### config.mk
export PLATFORM = sky130hd
export DESIGN_NAME = crc_serial_unit
export DESIGN_NICKNAME = d
export VERILOG_FILES = /design/src/rtl/crc_serial_pkg.sv /design/src/rtl/crc_serial_seq.sv /design/src/rtl/crc_serial_div.sv /design/src/rtl/crc_serial_flag.sv /design/src/rtl/crc_serial_unit.sv
export SDC_FILE = /design/constraint.sdc
export NUM_CORES = 1
export LEC_CHECK = 0
export ABC_AREA = 1
export BUFFER_PORTS_ARGS = -buffer_cell sky130_fd_sc_hd__buf_2
export CORE_UTILIZATION = 35
export DETAILED_ROUTE_END_ITERATION = 16
export GPL_ROUTABILITY_DRIVEN = 0
export GPL_TIMING_DRIVEN = 0
export PLACE_DENSITY = 0.62
export RECOVER_POWER = 100
export SKIP_CTS_REPAIR_TIMING = 1
export SLEW_MARGIN = 20
export SYNTH_ARGS = -nofsm -noshare
export SYNTH_HDL_FRONTEND = slang
export SYNTH_SLANG_ARGS = --single-unit
### constraint.sdc
create_clock -name clk_i -period 4.8 [get_ports clk_i]
set_clock_uncertainty 0.2 [all_clocks]
set_input_delay 0.24 -clock clk_i [delete_from_list [all_inputs] [get_ports clk_i]]
set_output_delay 0.24 -clock clk_i [all_outputs]
set_load 0.005 [all_outputs]
### src/rtl/crc_serial_pkg.sv
package crc_serial_pkg;

    localparam int unsigned CRC_W = 5;
    localparam logic [CRC_W:0] CRC_POLY = 6'b110101;
    localparam int unsigned PAD_CNT_W = $clog2(CRC_W + 1);

    typedef logic [CRC_W-1:0] rem_t;

    typedef enum logic [1:0] {
        SQ_IDLE,
        SQ_DATA,
        SQ_PAD
    } seq_state_e;

    typedef struct packed {
        logic clr;  // restart remainder from zero
        logic adv;  // perform one division step
        logic din;  // bit entering the division
        logic fin;  // this step is the last of the frame
        logic gen;  // frame is in generate mode
    } step_ctl_t;

    // One long-division step: shift in a bit, subtract divisor if the
    // bit leaving the top was set.
    function automatic rem_t div_step(input rem_t r, input logic b);
        rem_t sh;
        sh = {r[CRC_W-2:0], b};
        return r[CRC_W-1] ? (sh ^ CRC_POLY[CRC_W-1:0]) : sh;
    endfunction

endpackage

### src/rtl/crc_serial_seq.sv
module crc_serial_seq
    import crc_serial_pkg::*;
(
    input  logic      clk_i,
    input  logic      rst_i,
    input  logic      bit_vld_i,
    input  logic      bit_i,
    input  logic      sof_i,
    input  logic      eof_i,
    input  logic      mode_i,
    output step_ctl_t ctl_o,
    output logic      pad_o,
    output logic      gen_o
);

    seq_state_e           state_q, state_n;
    logic [PAD_CNT_W-1:0] cnt_q, cnt_n;
    logic                 gen_q, gen_n;
    logic                 start;

    assign start = sof_i & bit_vld_i;

    always_comb begin
        ctl_o   = '0;
        state_n = state_q;
        cnt_n   = cnt_q;
        gen_n   = gen_q;
        if (start) begin
            ctl_o.clr = 1'b1;
            ctl_o.adv = 1'b1;
            ctl_o.din = bit_i;
            gen_n     = mode_i;
            if (eof_i) begin
                if (mode_i) begin
                    state_n = SQ_PAD;
                    cnt_n   = '0;
                end else begin
                    ctl_o.fin = 1'b1;
                    state_n   = SQ_IDLE;
                end
            end else begin
                state_n = SQ_DATA;
            end
        end else begin
            unique case (state_q)
                SQ_DATA: begin
                    if (bit_vld_i) begin
                        ctl_o.adv = 1'b1;
                        ctl_o.din = bit_i;
                        if (eof_i) begin
                            if (gen_q) begin
                                state_n = SQ_PAD;
                                cnt_n   = '0;
                            end else begin
                                ctl_o.fin = 1'b1;
                                state_n   = SQ_IDLE;
                            end
                        end
                    end
                end
                SQ_PAD: begin
                    ctl_o.adv = 1'b1;
                    ctl_o.din = 1'b0;
                    if (cnt_q == PAD_CNT_W'(CRC_W - 1)) begin
                        ctl_o.fin = 1'b1;
                        state_n   = SQ_IDLE;
                    end else begin
                        cnt_n = cnt_q + 1'b1;
                    end
                end
                default: ;
            endcase
        end
        ctl_o.gen = gen_n;
    end

    always_ff @(posedge clk_i) begin
        if (rst_i) begin
            state_q <= SQ_IDLE;
            cnt_q   <= '0;
            gen_q   <= 1'b0;
        end else begin
            state_q <= state_n;
            cnt_q   <= cnt_n;
            gen_q   <= gen_n;
        end
    end

    assign pad_o = (state_q == SQ_PAD);
    assign gen_o = gen_q;

endmodule

### src/rtl/crc_serial_div.sv
module crc_serial_div
    import crc_serial_pkg::*;
(
    input  logic      clk_i,
    input  logic      rst_i,
    input  step_ctl_t ctl_i,
    output rem_t      rem_o,
    output rem_t      rem_next_o
);

    rem_t rem_q;
    rem_t base;

    always_comb begin
        base       = ctl_i.clr ? '0 : rem_q;
        rem_next_o = ctl_i.adv ? div_step(base, ctl_i.din) : rem_q;
    end

    always_ff @(posedge clk_i) begin
        if (rst_i) rem_q <= '0;
        else       rem_q <= rem_next_o;
    end

    assign rem_o = rem_q;

endmodule

### src/rtl/crc_serial_flag.sv
module crc_serial_flag
    import crc_serial_pkg::*;
(
    input  logic      clk_i,
    input  logic      rst_i,
    input  step_ctl_t ctl_i,
    input  rem_t      rem_next_i,
    output logic      done_o,
    output logic      ok_o
);

    logic done_q, ok_q;

    always_ff @(posedge clk_i) begin
        if (rst_i) begin
            done_q <= 1'b0;
            ok_q   <= 1'b0;
        end else begin
            done_q <= ctl_i.fin;
            if (ctl_i.fin)      ok_q <= ctl_i.gen | (rem_next_i == '0);
            else if (ctl_i.clr) ok_q <= 1'b0;
        end
    end

    assign done_o = done_q;
    assign ok_o   = ok_q;

endmodule

### src/rtl/crc_serial_unit.sv
module crc_serial_unit
    import crc_serial_pkg::*;
(
    input  logic             clk_i,
    input  logic             rst_i,
    input  logic             bit_vld_i,
    input  logic             bit_i,
    input  logic             sof_i,
    input  logic             eof_i,
    input  logic             mode_i,
    output logic [CRC_W-1:0] rem_o,
    output logic             done_o,
    output logic             ok_o
);

    step_ctl_t ctl_w;
    rem_t      rem_next_w;
    logic      pad_w;
    logic      gen_w;

    crc_serial_seq seq_i (
        .clk_i     (clk_i),
        .rst_i     (rst_i),
        .bit_vld_i (bit_vld_i),
        .bit_i     (bit_i),
        .sof_i     (sof_i),
        .eof_i     (eof_i),
        .mode_i    (mode_i),
        .ctl_o     (ctl_w),
        .pad_o     (pad_w),
        .gen_o     (gen_w)
    );

    crc_serial_div div_i (
        .clk_i      (clk_i),
        .rst_i      (rst_i),
        .ctl_i      (ctl_w),
        .rem_o      (rem_o),
        .rem_next_o (rem_next_w)
    );

    crc_serial_flag flag_i (
        .clk_i      (clk_i),
        .rst_i      (rst_i),
        .ctl_i      (ctl_w),
        .rem_next_i (rem_next_w),
        .done_o     (done_o),
        .ok_o       (ok_o)
    );

endmodule

==> results.sh <==
export IMPL_critPathCaptureType="register"
export IMPL_n_antenna_cell=0
export IMPL_synth_edf_count=0
export IMPL_min_delay_start="eof_i"
export IMPL_synth_seq_cells=13
export IMPL_grt_use_total=0.147
export IMPL_p_sw_frac=0.349
export IMPL_drv_slew=0
export IMPL_cts_sinks=13
export IMPL_r2r_start="seq_i.state_q[0]$_SDFFE_PP0P_"
export IMPL_power_internal_w=0.000184
export IMPL_grt_max_degree=11
export IMPL_setup_tns_ns=0
export IMPL_yosys_cell_count_top_type="nand2_1"
export IMPL_ff2ff_setup_slack_ns=2.58
export IMPL_post_route_cells_drive_above_1_share=0.200
export IMPL_seq_area_frac_synth=0.313
export IMPL_ant_nets=0
export IMPL_status="finished clean"
export IMPL_ys_warnings_count=0
export IMPL_drc_errors=0
export IMPL_worst_setup_path_start_kind="register"
export IMPL_rr_endpoint="flag_i.ok_o$_SDFFE_PP0P_"
export IMPL_synth_common_cells="nand2_1, nor2_1, dfxtp_1"
export IMPL_dpl_cell_area_sq_um=932
export IMPL_grt_pass1_vias=703
export IMPL_hold_viol_final=0
export IMPL_rows=17
export IMPL_drt_iter0_drc=26
export IMPL_cts_max_path_buffers=2
export IMPL_crit_required_ns=4.81
export IMPL_cellPowerDensity_nw_per_um2=308
export IMPL_tightest_slew_ns=0.445
export IMPL_clk_pin_slew_ns=0.09
export IMPL_dr_pass1_iters=4
export IMPL_stdcell_area_sq_um=918
export IMPL_clock_latency_ns=0.28
export IMPL_die_area_sq_um=2580
export IMPL_wl_per_cell_um=10.8
export IMPL_syn_num_nets=124
export IMPL_critPathKind="register to register"
export IMPL_finalCritPeriodShare=0.461
export IMPL_final_net_count=142
export IMPL_crit_fanout=7
export IMPL_numCtsBuffers=3
export IMPL_cts_root_buf="clkbuf_4"
export IMPL_power_frac_comb=0.312
export IMPL_cts_htree_levels=1
export IMPL_hold_depth=4
export IMPL_vias=769
export IMPL_yosysTopAreaCell="dfxtp_1"
export IMPL_yosysUniqueCellTypes=31
export IMPL_switchingPower_w=0.0000986
export IMPL_syn_area_sq_um=832
export IMPL_rr_worst_depth=13
export IMPL_hold_end="seq_i.state_q[0]$_SDFFE_PP0P_"
export IMPL_fmax_mhz=451
export IMPL_synth_ff_type="dfxtp_1"
export IMPL_startpoint="seq_i.state_q[0]$_SDFFE_PP0P_"
export IMPL_core_area_sq_um=2230
export IMPL_dp_hpwl_um=1320
export IMPL_place_port_buffers=13
export IMPL_antenna_found_initial=0
export IMPL_routed_via_density=4.87
export IMPL_grt_first_pass_wirelength_um=2840
export IMPL_dieWidth_um=50.8
export IMPL_hp_class="primary input to register"
export IMPL_cts_tree="yes"
export IMPL_p_clk_frac=0.248
export IMPL_synth_async_reset_ratio=0
export IMPL_arrival_ns=2.22
export IMPL_yosys_top_cells_area="dfxtp_1, nand2_1, nor2_1, ha_1, inv_1"
export IMPL_initial_core_util=0.373
export IMPL_syn_to_final_growth_pct=10.4
export IMPL_ios=14
export IMPL_synth_top_area_share=0.313
export IMPL_die_h_um=50.8
export IMPL_wirelength_um=1710
export IMPL_p_seq_frac=0.440
export IMPL_nFillCells=258
export IMPL_fin_crit_ns=2.22
export IMPL_slew_headroom=0.703
export IMPL_setup_violations_final=0
export IMPL_rsz0062_at_grt="false"
export IMPL_grt_overflow_total=0
export IMPL_p_leak_nw=0.438
export IMPL_vdd_drop_max_uv=139
export IMPL_max_cap_violations=0
export IMPL_synthCells=113
export IMPL_avgSynthCellArea_sq_um=7.36
critical path, cell delays in order, from the launching register on:
cell and delay (ns):
dfxtp_1 0.36, inv_1 0.05, ha_1 0.30, inv_1 0.11, nand3_1 0.22, nand3_1 0.28, nand2_1 0.08, nand2_1 0.10
nand2_1 0.06, nor2_1 0.09, nand3_1 0.07, nand2_1 0.07, nand2_1 0.05, a21oi_1 0.11
cell type report:
type                       count  area [sq um]  share of cell area
inverter                      15          60.1              0.0654
sequential                    13           260               0.283
timing repair buffer          13          60.1              0.0654
multi-input combinational     83           462               0.503
buffer                         2          15.0              0.0163
tap                           28          35.0              0.0381
clock buffer                   4          26.3              0.0286
power groups by stage:
stage	registers, W	clock network, W	logic (W)
floorplan	0.000127	0	0.0000762
finish	0.000124	0.0000700	0.0000881
CTS	0.000125	0.0000732	0.0000973
global route	0.000126	0.0000771	0.000101
detailed placement	0.000127	0	0.0000967
global placement	0.000127	0	0.0000957
state kept, by name (all words and copies together) (netlist names):
register       count
div_i.rem_o        5
flag_i.done_o      1
flag_i.ok_o        1
seq_i.cnt_q        3
seq_i.gen_o        1
seq_i.state_q      2
cells in the final DEF (no fill, tap or decap), types with 3 or more instances in the layout:
cell and n:
dfxtp_1 13, clkbuf_4 3, a21oi_1 5, buf_2 9, nor3_1 3, nor2_1 19
o21ai_0 3, nand4_1 3, nand2_1 23, ha_1 4, inv_1 11, nand3_1 10
clkbuf_1 6
cells by family after synthesis:
family / share of synthesized area
AOI/OAI and AO/OA: 0.144
adders and majority gates: 0.0602
buffers and inverters: 0.0902
DFF: 0.313
and+or+nand+nor: 0.392
per-stage QoR:
| step | power, W | setup slack (ns) | cells | util | hold slack (ns) |
|---|---|---|---|---|---|
| 5_1_grt | 0.000304 | 2.36 | 158 | 0.411 | 0.127 |
| 6_report | 0.000283 | 2.58 | 158 | 0.411 | 0.115 |
| 3_5_place_dp | 0.000224 | 2.80 | 154 | 0.417 | 0.271 |
| 2_1_floorplan | 0.000203 | 3.03 | 113 | - | 0.221 |
| 4_1_cts | 0.000295 | 2.75 | 158 | 0.429 | 0.0446 |
| 3_3_place_gp | 0.000222 | 2.80 | 154 | 0.417 | 0.269 |
how the worst max path moves through the flow:
stage,endpoint
2_1_floorplan,flag_i.ok_o$_SDFFE_PP0P_
3_3_place_gp,flag_i.ok_o$_SDFFE_PP0P_
3_5_place_dp,flag_i.ok_o$_SDFFE_PP0P_
4_1_cts,flag_i.ok_o$_SDFFE_PP0P_
5_1_grt,flag_i.ok_o$_SDFFE_PP0P_
6_report,flag_i.ok_o$_SDFFE_PP0P_
layer usage:
layer	vias to the layer above	share of wire	global-route usage
li1	405	-	-
met1	344	0.46	0.181
met2	18	0.48	0.244
met3	2	0.046	0.0182
met4	0	0.0099	0.0833
met5	-	0	0
(Power assumes the default switching activity.)
